**src/rtl/sclgen_pkg.sv**
```systemverilog
package sclgen_pkg;

    typedef enum logic [1:0] {
        CMD_START  = 2'd0,
        CMD_BIT    = 2'd1,
        CMD_RSTART = 2'd2,
        CMD_STOP   = 2'd3
    } cmd_e;

    typedef enum logic [2:0] {
        ST_IDLE,
        ST_EDGE,
        ST_HOLD,
        ST_OWN,
        ST_LOW,
        ST_HIGH,
        ST_SETUP,
        ST_BUSFREE
    } state_e;

endpackage

```
**src/rtl/sclgen_cfg.sv**
```systemverilog
module sclgen_cfg #(
    parameter int CW = 16
) (
    input  logic [CW-1:0] raw_period,
    input  logic [CW-1:0] raw_low,
    input  logic [CW-1:0] raw_cond,
    input  logic [CW-1:0] raw_dsetup,
    output logic [CW-1:0] eff_low,
    output logic [CW-1:0] eff_high,
    output logic [CW-1:0] eff_cond,
    output logic [CW-1:0] eff_dpos
);
    localparam int          NF  = 4;
    localparam logic [CW-1:0] ONE = {{(CW-1){1'b0}}, 1'b1};

    logic [NF-1:0][CW-1:0] raw_vec;
    logic [NF-1:0][CW-1:0] clamped;

    assign raw_vec = {raw_dsetup, raw_cond, raw_low, raw_period};

    for (genvar gi = 0; gi < NF; gi++) begin : g_clamp
        assign clamped[gi] = (raw_vec[gi] == '0) ? ONE : raw_vec[gi];
    end

    // index 0 period, 1 low, 2 condition, 3 data setup
    assign eff_low  = clamped[1];
    assign eff_cond = clamped[2];
    assign eff_high = (clamped[0] > clamped[1]) ? (clamped[0] - clamped[1]) : ONE;
    assign eff_dpos = (clamped[3] < clamped[1]) ? clamped[3] : (clamped[1] - ONE);

endmodule

```
**src/rtl/sclgen_fsm.sv**
```systemverilog
module sclgen_fsm
    import sclgen_pkg::*;
#(
    parameter int CW = 16
) (
    input  logic          clk,
    input  logic          rst_n,
    input  logic          cmd_valid,
    input  logic [1:0]    cmd_code,
    input  logic [CW-1:0] eff_low,
    input  logic [CW-1:0] eff_high,
    input  logic [CW-1:0] eff_cond,
    input  logic [CW-1:0] eff_dpos,
    output logic          cmd_ready,
    output logic          scl_o,
    output logic          tick_sda,
    output logic          tick_rise,
    output logic          tick_sample,
    output logic          tick_cond
);
    localparam logic [CW-1:0] ONE = {{(CW-1){1'b0}}, 1'b1};

    state_e        state, state_n;
    cmd_e          op, op_n;
    logic [CW-1:0] cnt, cnt_n;
    logic          accept;
    logic          cnt_zero;

    assign accept   = cmd_valid && cmd_ready;
    assign cnt_zero = (cnt == '0);

    // state register
    always_ff @(posedge clk or negedge rst_n) begin
        if (!rst_n) begin
            state <= ST_IDLE;
            op    <= CMD_BIT;
            cnt   <= '0;
        end else begin
            state <= state_n;
            op    <= op_n;
            cnt   <= cnt_n;
        end
    end

    // next state and counter
    always_comb begin
        state_n = state;
        op_n    = op;
        cnt_n   = cnt;
        unique case (state)
            ST_IDLE: begin
                if (accept && cmd_e'(cmd_code) == CMD_START) begin
                    state_n = ST_EDGE;
                    op_n    = CMD_START;
                end
            end
            ST_OWN: begin
                if (accept && cmd_e'(cmd_code) != CMD_START) begin
                    state_n = ST_LOW;
                    op_n    = cmd_e'(cmd_code);
                    cnt_n   = eff_low - ONE;
                end
            end
            ST_LOW: begin
                if (cnt_zero) begin
                    if (op == CMD_BIT) begin
                        state_n = ST_HIGH;
                        cnt_n   = eff_high - ONE;
                    end else begin
                        state_n = ST_SETUP;
                        cnt_n   = eff_cond - ONE;
                    end
                end else begin
                    cnt_n = cnt - ONE;
                end
            end
            ST_HIGH: begin
                if (cnt_zero) state_n = ST_OWN;
                else          cnt_n   = cnt - ONE;
            end
            ST_SETUP: begin
                if (cnt_zero) state_n = ST_EDGE;
                else          cnt_n   = cnt - ONE;
            end
            ST_EDGE: begin
                if (op == CMD_STOP) begin
                    state_n = ST_BUSFREE;
                    cnt_n   = eff_low - ONE;
                end else begin
                    state_n = ST_HOLD;
                    cnt_n   = eff_cond - ONE;
                end
            end
            ST_HOLD: begin
                if (cnt_zero) state_n = ST_OWN;
                else          cnt_n   = cnt - ONE;
            end
            ST_BUSFREE: begin
                if (cnt_zero) state_n = ST_IDLE;
                else          cnt_n   = cnt - ONE;
            end
            default: state_n = ST_IDLE;
        endcase
    end

    // outputs
    always_comb begin
        cmd_ready   = 1'b0;
        scl_o       = 1'b1;
        tick_sda    = 1'b0;
        tick_rise   = 1'b0;
        tick_sample = 1'b0;
        tick_cond   = 1'b0;
        unique case (state)
            ST_IDLE, ST_OWN: cmd_ready = 1'b1;
            ST_LOW: begin
                scl_o    = 1'b0;
                tick_sda = (cnt == eff_dpos);
            end
            ST_HIGH: begin
                tick_rise   = (cnt == eff_high - ONE);
                tick_sample = cnt_zero;
            end
            ST_SETUP: tick_rise = (cnt == eff_cond - ONE);
            ST_EDGE:  tick_cond = 1'b1;
            ST_HOLD, ST_BUSFREE: ;
            default: ;
        endcase
    end

    AST_FALL_FROM_OWN: assert property (@(posedge clk) disable iff (!rst_n)
        $fell(scl_o) |-> $past(state) == ST_OWN);

    AST_RISE_AFTER_LOW: assert property (@(posedge clk) disable iff (!rst_n)
        tick_rise |-> scl_o && !$past(scl_o));

    AST_SDA_ONLY_LOW: assert property (@(posedge clk) disable iff (!rst_n)
        tick_sda |-> !scl_o);

    AST_COND_SCL_HIGH: assert property (@(posedge clk) disable iff (!rst_n)
        tick_cond |-> scl_o && $past(scl_o));

    AST_START_IGNORED: assert property (@(posedge clk) disable iff (!rst_n)
        (state == ST_OWN && cmd_valid && cmd_e'(cmd_code) == CMD_START) |=> state == ST_OWN);

    AST_LOW_CNT_RANGE: assert property (@(posedge clk) disable iff (!rst_n)
        state == ST_LOW |-> cnt < eff_low);

    AST_SAMPLE_HIGH: assert property (@(posedge clk) disable iff (!rst_n)
        tick_sample |-> scl_o && $past(state) != ST_SETUP);

endmodule

```
**src/rtl/scl_phase_gen.sv**
```systemverilog
module scl_phase_gen #(
    parameter int CW = 16
) (
    input  logic          clk,
    input  logic          rst_n,
    input  logic [CW-1:0] cfg_period,
    input  logic [CW-1:0] cfg_low,
    input  logic [CW-1:0] cfg_cond,
    input  logic [CW-1:0] cfg_dsetup,
    input  logic          cmd_valid,
    input  logic [1:0]    cmd_code,
    output logic          cmd_ready,
    output logic          scl_o,
    output logic          tick_sda,
    output logic          tick_rise,
    output logic          tick_sample,
    output logic          tick_cond
);
    logic [CW-1:0] eff_low, eff_high, eff_cond, eff_dpos;

    sclgen_cfg #(.CW(CW)) u_cfg (
        .raw_period (cfg_period),
        .raw_low    (cfg_low),
        .raw_cond   (cfg_cond),
        .raw_dsetup (cfg_dsetup),
        .eff_low    (eff_low),
        .eff_high   (eff_high),
        .eff_cond   (eff_cond),
        .eff_dpos   (eff_dpos)
    );

    sclgen_fsm #(.CW(CW)) u_fsm (
        .clk         (clk),
        .rst_n       (rst_n),
        .cmd_valid   (cmd_valid),
        .cmd_code    (cmd_code),
        .eff_low     (eff_low),
        .eff_high    (eff_high),
        .eff_cond    (eff_cond),
        .eff_dpos    (eff_dpos),
        .cmd_ready   (cmd_ready),
        .scl_o       (scl_o),
        .tick_sda    (tick_sda),
        .tick_rise   (tick_rise),
        .tick_sample (tick_sample),
        .tick_cond   (tick_cond)
    );

endmodule

```
**config.mk**
```make
export PLATFORM = sky130hd
export DESIGN_NAME = scl_phase_gen
export DESIGN_NICKNAME = d
export VERILOG_FILES = /design/src/rtl/sclgen_pkg.sv /design/src/rtl/sclgen_cfg.sv /design/src/rtl/sclgen_fsm.sv /design/src/rtl/scl_phase_gen.sv
export SDC_FILE = /design/constraint.sdc
export NUM_CORES = 1
export LEC_CHECK = 0
export BUFFER_PORTS_ARGS = -buffer_cell sky130_fd_sc_hd__buf_2
export CAP_MARGIN = 25
export CORE_MARGIN = 2
export CORE_UTILIZATION = 50
export CTS_BUF_LIST = sky130_fd_sc_hd__clkbuf_4 sky130_fd_sc_hd__clkbuf_8
export DETAILED_ROUTE_END_ITERATION = 16
export PLACE_DENSITY_LB_ADDON = 0.05
export SLEW_MARGIN = 15
export SYNTH_ARGS = -nofsm -noshare
export SYNTH_HDL_FRONTEND = slang
export SYNTH_SLANG_ARGS = --single-unit
```
**constraint.sdc**
```tcl
create_clock -name clk -period 16.1 [get_ports clk]
set_input_delay 1.61 -clock clk [delete_from_list [all_inputs] [get_ports clk]]
set_output_delay 1.61 -clock clk [all_outputs]
set_load 0.03 [all_outputs]
```
Yosys cells after proc, flatten, opt, wreduce, memory -nomap -nowiden. Index checks and enable logic that the tools add are counted. W data, S select, Z words.

Reductions and logical operators: 19. Magnitude comparators: 2. Eq/ne operators: 19. Add/subtract/negate cells: 5. Mux-type cells: 30.

Operator list (count): $mux W16 (11); $logic_not A16 Y1 (5); $pmux W16 S4 (1); $sub A16 B1 Y16 const B (4); $eq A16 B16 Y1 (3); $mux W3 (7); $pmux W3 S7 (1); $gt A16 B16 Y1 (1); $lt A16 B16 Y1 (1); $sub A16 B16 Y16 (1); $eq A3 B3 Y1 const B (4); $ne A2 B1 Y1 const B (6); $eq A3 B2 Y1 const B (2); $mux W2 (3); $reduce_and A3 Y1 (2); $reduce_and A6 Y1 (1); $mux W1 (5); $pmux W2 S2 (1); $reduce_bool A2 Y1 (2); $reduce_bool A4 Y1 (1); $reduce_or A2 Y1 (2); $reduce_or A4 Y1 (1); $eq A3 B1 Y1 const B (1); $logic_and A1 B1 Y1 (3); other kinds (6) (6).

Output and inout port bits: 6. Word-level logic and storage cells: 78. Register bits: 21.

Longest topological paths before layout. Gate-level depths: netlist of the first run.

Word-level depth: 8. Depth in mapped cells: 25. Depth with buffers taken out: 23.

By module. Synthesis of the first run repeated with hierarchy kept, for this count alone.

Cells, all modules: 798. Area total of the unflattened synthesis: 5577.8 sq um.

Modules (own cells, without submodules): sclgen_fsm (sequential area each 526.8 sq um, times used 1, area an instance 3500.9 sq um, cells an instance 484); sclgen_cfg (sequential area each 0.0 sq um, times used 1, area an instance 2077.0 sq um, cells an instance 314).

Worst setup path before layout of the first run. Ideal clock, no wire load.

Kind: input to output. Start: in cfg_low[11]. End: out tick_rise. Path slack: 7.549 ns. Data arrival time: 6.941 ns. Data required time: 14.490 ns. Stages on the path: 25. Cells stage by stage: or4_1 and4b_1 a21oi_1 inv_2 ha_1 inv_1 fa_1 a211oi_2 nor3_1 o211ai_1 a21o_1 clkbuf_1 buf_1 nor2_1 ha_1 o22ai_1 nor2_1 nor3_1 nand2_1 nor4_1 a31oi_1 a311oi_1 nand4_1 or3_1 nor3_2.

Cells in the longest elaborated chain, start to end: 7. Elaborated cells between the ends (all ways): 8. Classes of those cells: add/sub (2); order compare (1); eq/ne (1); mux (3); reduce/logical (1).

Ends and longest elaborated chain: from (decl) (line scl_phase_gen.sv:7) `input logic [CW-1:0] cfg_low,`; $logic_not A16 Y1 (line sclgen_cfg.sv:22) `assign clamped[gi] = (raw_vec[gi] == '0) ? ONE : raw_vec[gi];`; $mux W16 * (line sclgen_cfg.sv:22); $sub A16 B16 Y16 or $gt A16 B16 Y1 (tied branches) (line sclgen_cfg.sv:28) `assign eff_high = (clamped[0] > clamped[1]) ? (clamped[0] - clamped[1]) : ONE;`; $mux W16 * (line sclgen_cfg.sv:28); $sub A16 B1 Y16 * (line sclgen_fsm.sv:121) `tick_rise = (cnt == eff_high - ONE);`; $eq A16 B16 Y1 * (line sclgen_fsm.sv:121); $pmux W1 S2 * (line sclgen_fsm.sv:114) `unique case (state)`; to (decl) (line scl_phase_gen.sv:15) `output logic tick_rise,`.

Mark *: on every way between the ends. The rest lies on a longest branch, timed or not.

Final worst setup path of the first run.
Start: in cfg_low[5]. End: out tick_rise.

Same word-level chain as after synthesis.

==> metrics, run 1 <==
status finished, final reports clean; Placed Cells 969; Clk pin slew, worst setup/hold paths roughly 90 ps; GRT Total Usage a little over a third; port bufs 74; hpwl dp 17.3 mm; Main synth FF type dfrtp_1; final instance count without filler cells between 900 and 1000; Iter 0 DRT Violations 759; Layout area overhead 6.15%; die height 110 um; fraction of layout cells with a size suffix above 1 ~14%; Register Area approximately 530 um2; Vias 6452; post-route minimum period 9290 ps; Mapped Area 5640 um2; Post-synth ARST share 100%; complex-gate fraction of the synthesized area approximately 30%; wire length on met3 between 1.5 and 2 mm; first-pass GRT wire length 33.1 mm; Yosys top cell by area dfrtp_1; Worst Skew 2.15 ps; Initial Util 51.5%; WHS 525 ps; synth unique cells 89; drt total wl between 20 and 25 mm; Metal-1 WL slightly below 9 mm; # DRC 0; critical path required time roughly 14000 ps; Worst-Margin Slew 934 ps; ANT cells 0; crit path DAT around 7700 ps; post_cts resized 0; synthesized area per cell 6.82 um2; Top Layer Used met4; Final Wtd Congestion roughly 1.1; crit path kind primary input to primary output; hold path start u_fsm.op[0]; Relative slew margins 37.7%; Synth Area in XOR/XNOR ~13%; largest net degree at the start of global routing 32; Gate Count Post-Synth 826; number of synthesized flops with an enable pin 0; final net count 940; area share of the largest cell type after synthesis 8.88%; maximum root-to-sink buffer count 2; clk_lat worst skew 270 ps; multi-input logic area between 4000 and 5000 um2; DRT Pass-1 Iters 6; DR vias/cell between 6 and 7; Reg-to-Reg Start u_fsm.cnt[0]; Post-Place Worst Slack 6840 ps; Fmax achieved between 0.1 and 0.15 GHz; #FFs+latches synth 21; Sink Count 21; Synth Warn # 0; hold buffer count at cts 0; CTS tree built; post-CTS setup buffer count 0; Pins Over Slew Limit 0; Hold Crit Class flop to flop; CP max FO 20; Seq/Total Area, Yosys a little under a tenth; die width 110 um; unrepaired setup endpoints after global routing false; Core Util, Final 54.7%; number of fill cells in the layout 1045; CTS Buf Count 3; Area contributors post-synth dfrtp_1 (8.9%), ha_1 (7.8%), xnor2_1 (7.5%); simple-gate share of the synthesized area 28.1%; pwr dens 46.7 nW/um2; met2 WL post-DR 9.67 mm; largest family of logic cells by synthesized area compound AO/OA/AOI/OAI gates; CP top delay family simple AND/OR/NAND/NOR gates; WL per Instance roughly 22 um; post-route setup slack ~6800 ps; setup_tns 0 ps; root buffer cell clkbuf_8; crit path max-delay cell type nor4_1; ANT nets after route 0; Max-Cap Viols 0; H-tree levels 1; Synth Area in Adders 8.12%; Leakage 0.00247 uW; Core Region 10900 um2; Setup violations, final 0; Critical Path Sink Type primary output; initial antenna violation count 0; IO Pins 75; number of global-route vias before repair 6150; worst vdd ir roughly 0.000023 V; Worst Setup Start Kind primary input; Final Hold Vio Count 0; syn nets 931; crit path from cfg_low[5]; slowest stage delay, CP 630 ps; Die ar. 12100 um2; mux share of post-synthesis cell area 4.15%; Tcrit/Tclk final 57.7%; worst path bufs/invs 4; total grt overflow 0; # rows 38
[synthesized netlist by cell type (6+ instances only)]
cell type  instances
ha_1              35
inv_1             29
nor3_1            34
nor2_1            85
o21ai_1           13
clkbuf_1          64
mux2i_1           20
xnor2_1           48
or2_2              7
and4_1             6
a211oi_1          13
o21a_1             6
or3_1              6
a21oi_1           54
nor4_1            21
nand2b_1           7
nand4_1           13
and3_1            11
nand2_1           76
o221ai_1           6
a31oi_1           15
nand3_1           18
dfrtp_1           20
xor2_1            28
a22o_1             6
o22ai_1           11
nor2b_1            6
a21o_1            12
buf_2              9
o21ai_0           41
[worst register-to-register path, cell delays in order, from the launching register on]
cell and delay, ps:
dfrtp_1 520, inv_1 140, ha_1 310, nor4b_1 520, or4b_1 570, or3_1 730
a21boi_1 320, o22a_1 510, nor4_1 160, a211o_1 300
[routing by layer]
metal / vias up / GRT usage (%)
met5: - / 0
met4: 0 / 14.9
met3: 63 / 4.70
met2: 406 / 59.3
met1: 2940 / 45.6
li1: 3043 / -
[logic make-up (layout without fill, tap and decap cells)]
family                     after synthesis  after routing
adders and majority gates               36             36
buffers and inverters                  108            116
muxes                                   23             23
DFF                                     21             21
and+or+nand+nor                        316            316
AOI/OAI and AO/OA                      243            243
xor gates and xnor gates                79             79
[through the flow]
stage          total power, uW  area, um2
2_1_floorplan              187       5640
3_3_place_gp               230       5920
3_5_place_dp               234       5920
4_1_cts                    275       5970
5_1_grt                    297       5980
6_report                   280       5980
[state kept, by name (all words and copies together) (netlist names)]
name and count:
u_fsm.cnt 16, u_fsm.state 3, u_fsm.op 2
[path summary, 6_finish.rpt]
check                                 endpoint  slack, ps  cells past startpoint
worst max-delay path                 tick_rise       6810                     25
worst min-delay path            u_fsm.state[0]        530                      2
worst max register to register   u_fsm.cnt[10]      11920                      9
worst min register to register  u_fsm.state[0]        530                      2
max in group asynchronous          u_fsm.op[0]      14420                      1
min in group asynchronous         u_fsm.cnt[2]       1310                      1
[cell usage in the layout (no fill, tap or decap), drive strengths merged, types with 15 or more instances in the layout]
| cell | netlist | layout |
|---|---|---|
| buf | 12 | 79 |
| xnor2 | 50 | 50 |
| xor2 | 29 | 29 |
| inv | 30 | 30 |
| nor4 | 22 | 22 |
| o21ai | 54 | 54 |
| ha | 35 | 35 |
| nor2 | 87 | 87 |
| dfrtp | 20 | 20 |
| a21oi | 55 | 55 |
| mux2i | 20 | 20 |
| nor3 | 36 | 36 |
| nand3 | 18 | 18 |
| nand2 | 76 | 76 |
| a31oi | 15 | 15 |
[final cells by class]
class | count | share of cell area, %
Clock buffer | 4 | 0.816
Inverter | 32 | 2.01
Multi-Input combinational cell | 697 | 78.4
Sequential cell | 21 | 8.80
Tap cell | 140 | 2.93
Timing Repair Buffer | 80 | 7.03
[report_power, final]
part / switching (uW) / internal [uW]
Sequential: 6.29 / 54.1
Clock: 20.8 / 19.4
Combinational: 111 / 68.5
Power figures use the tool's default switching activity.
==> run 2, diff against run 1 <==
==> constraint.sdc (replaced) <==
create_clock -name clk -period 8.09 [get_ports clk]
set_input_delay 0.809 -clock clk [delete_from_list [all_inputs] [get_ports clk]]
set_output_delay 0.809 -clock clk [all_outputs]
set_load 0.03 [all_outputs]
==> metrics, run 2 (synthesized netlist as in run 1, its figures left out) <==
status finished, final reports clean; Critical Path Sink Type primary output; DR vias/cell 6.71; Final Hold Vio Count 0; first-pass GRT wire length 33.4 mm; Tcrit/Tclk final approximately 89%; pwr dens slightly above 90 nW/um2; Setup violations, final 0; commonest non-fill, non-tap cell in the layout nor2_1; initial antenna violation count 0; maximum root-to-sink buffer count 2; Largest register FFs 16; Relative slew margins between 30% and 40%; GRT Total Usage 35.7%; Fmax achieved about 0.14 GHz; ANT cells 0; Worst Setup Start Kind primary input; setup_tns 0 ps; worst path cell trace buf_2 > nor4_1 > and4b_1 > a21oi_1 > inv_2 > ha_1 > inv_1 > fa_1 > a211oi_2 > nor3_1 > o211ai_1 > a21oi_1 > nand2_1 > ha_1 > nor2_1 > o21ai_0 > o21ai_0 > a2111oi_0 > nand2_1 > o221ai_1 > nand4_1 > nor3_2 > buf_2; Design Area, Final 5960 um2; Worst-Margin Slew 1000 ps; met2 WL post-DR just under 10 mm; root buffer cell clkbuf_8; Die ar. 12100 um2; WHS 497 ps; unrepaired setup endpoints after global routing false; port bufs 74; post-route minimum period 7240 ps; most frequent cells in the layout nor2_1 (85), nand2_1 (76), buf_2 (74); Sink Count 21; CTS Buf Count 3; largest net degree at the start of global routing 32; final net count 938; # rows 38; DRT Pass-1 Iters 5; number of global-route vias before repair 6218; crit path DAT 6430 ps; post_cts resized 0; largest reg by FF count u_fsm.cnt; worst vdd ir 0.0000521 V; post-CTS setup buffer count 0; ANT nets after route 0; CP max FO 31; Clk pin slew, worst setup/hold paths 90 ps; Layout area overhead 5.75%; Vias 6519; critical path required time about 7300 ps; crit path kind primary input to primary output; H-tree levels 1; drt total wl 21.4 mm; Pins Over Slew Limit 0; clk_lat worst skew 280 ps; total grt overflow 0; WL per Instance 22.0 um; Initial Util 51.5%; fraction of layout cells with a size suffix above 1 13.6%; Metal-1 WL approximately 8.8 mm; hpwl dp roughly 17 mm; crit path max-delay cell type ha_1; die height 110 um; IO Pins 75; Top Layer Used met4; Hold Crit Class primary input to asynchronous set/reset pin; Core Region between 10000 and 15000 um2; Final Wtd Congestion 0.985; Max-Cap Viols 0; worst path bufs/invs 4; wire length on met3 1.79 mm; die width 110 um; slowest stage delay, CP 740 ps; hold buffer count at cts 0; Iter 0 DRT Violations 646; DP Area 5910 um2; Worst Skew about 13 ps; CTS tree built; CP top delay family compound AO/OA/AOI/OAI gates; # DRC 0; Leakage 0.00245 uW; Largest regs u_fsm.cnt x16, u_fsm.state x3, u_fsm.op x2
==> run 2: report_power, final <==
group / internal (uW) / leakage (uW) / total (uW) / switching, uW
Sequential: 108 / 0.000227 / 121 / 13.1
Clock: 34.5 / 0.0000255 / 75.4 / 40.9
Combinational: 135 / 0.00220 / 356 / 220
==> run 2: layout make-up <==
class                           count  area, um2
Clock buffer                        3       41.3
Inverter                           32        120
Clock inverter                      1       5.00
Sequential cell                    21        527
Fill cell                        1110       4970
Tap cell                          140        175
Timing Repair Buffer               78        400
Multi-Input combinational cell    697       4690
==> run 2: final timing paths <==
check	from	endpoint	slack, ps	depth (start not counted)
max	cfg_low[5]	tick_rise	850	23
min	rst_n	u_fsm.cnt[3]	500	1
max reg2reg	u_fsm.cnt[0]	u_fsm.cnt[9]	3870	13
min reg2reg	u_fsm.op[0]	u_fsm.state[0]	520	2
max in group asynchronous	rst_n	u_fsm.op[0]	7210	1
min in group clk	u_fsm.op[0]	u_fsm.state[0]	520	2
==> run 2: routing by layer <==
layer | vias to the layer above | GRT usage [%]
met5 | - | 0
met4 | 0 | 14.2
met3 | 73 | 4.17
met2 | 376 | 61.0
met1 | 3023 | 45.7
li1 | 3047 | -
==> run 2: metrics by stage <==
step	worst slack (ps)	instances	util (%)	power (uW)
6_report	853	972	54.5	552
5_1_grt	224	972	54.5	590
4_1_cts	974	972	54.5	542
3_5_place_dp	970	968	54.1	468
3_3_place_gp	1020	968	54.1	458
2_1_floorplan	1140	826	-	371
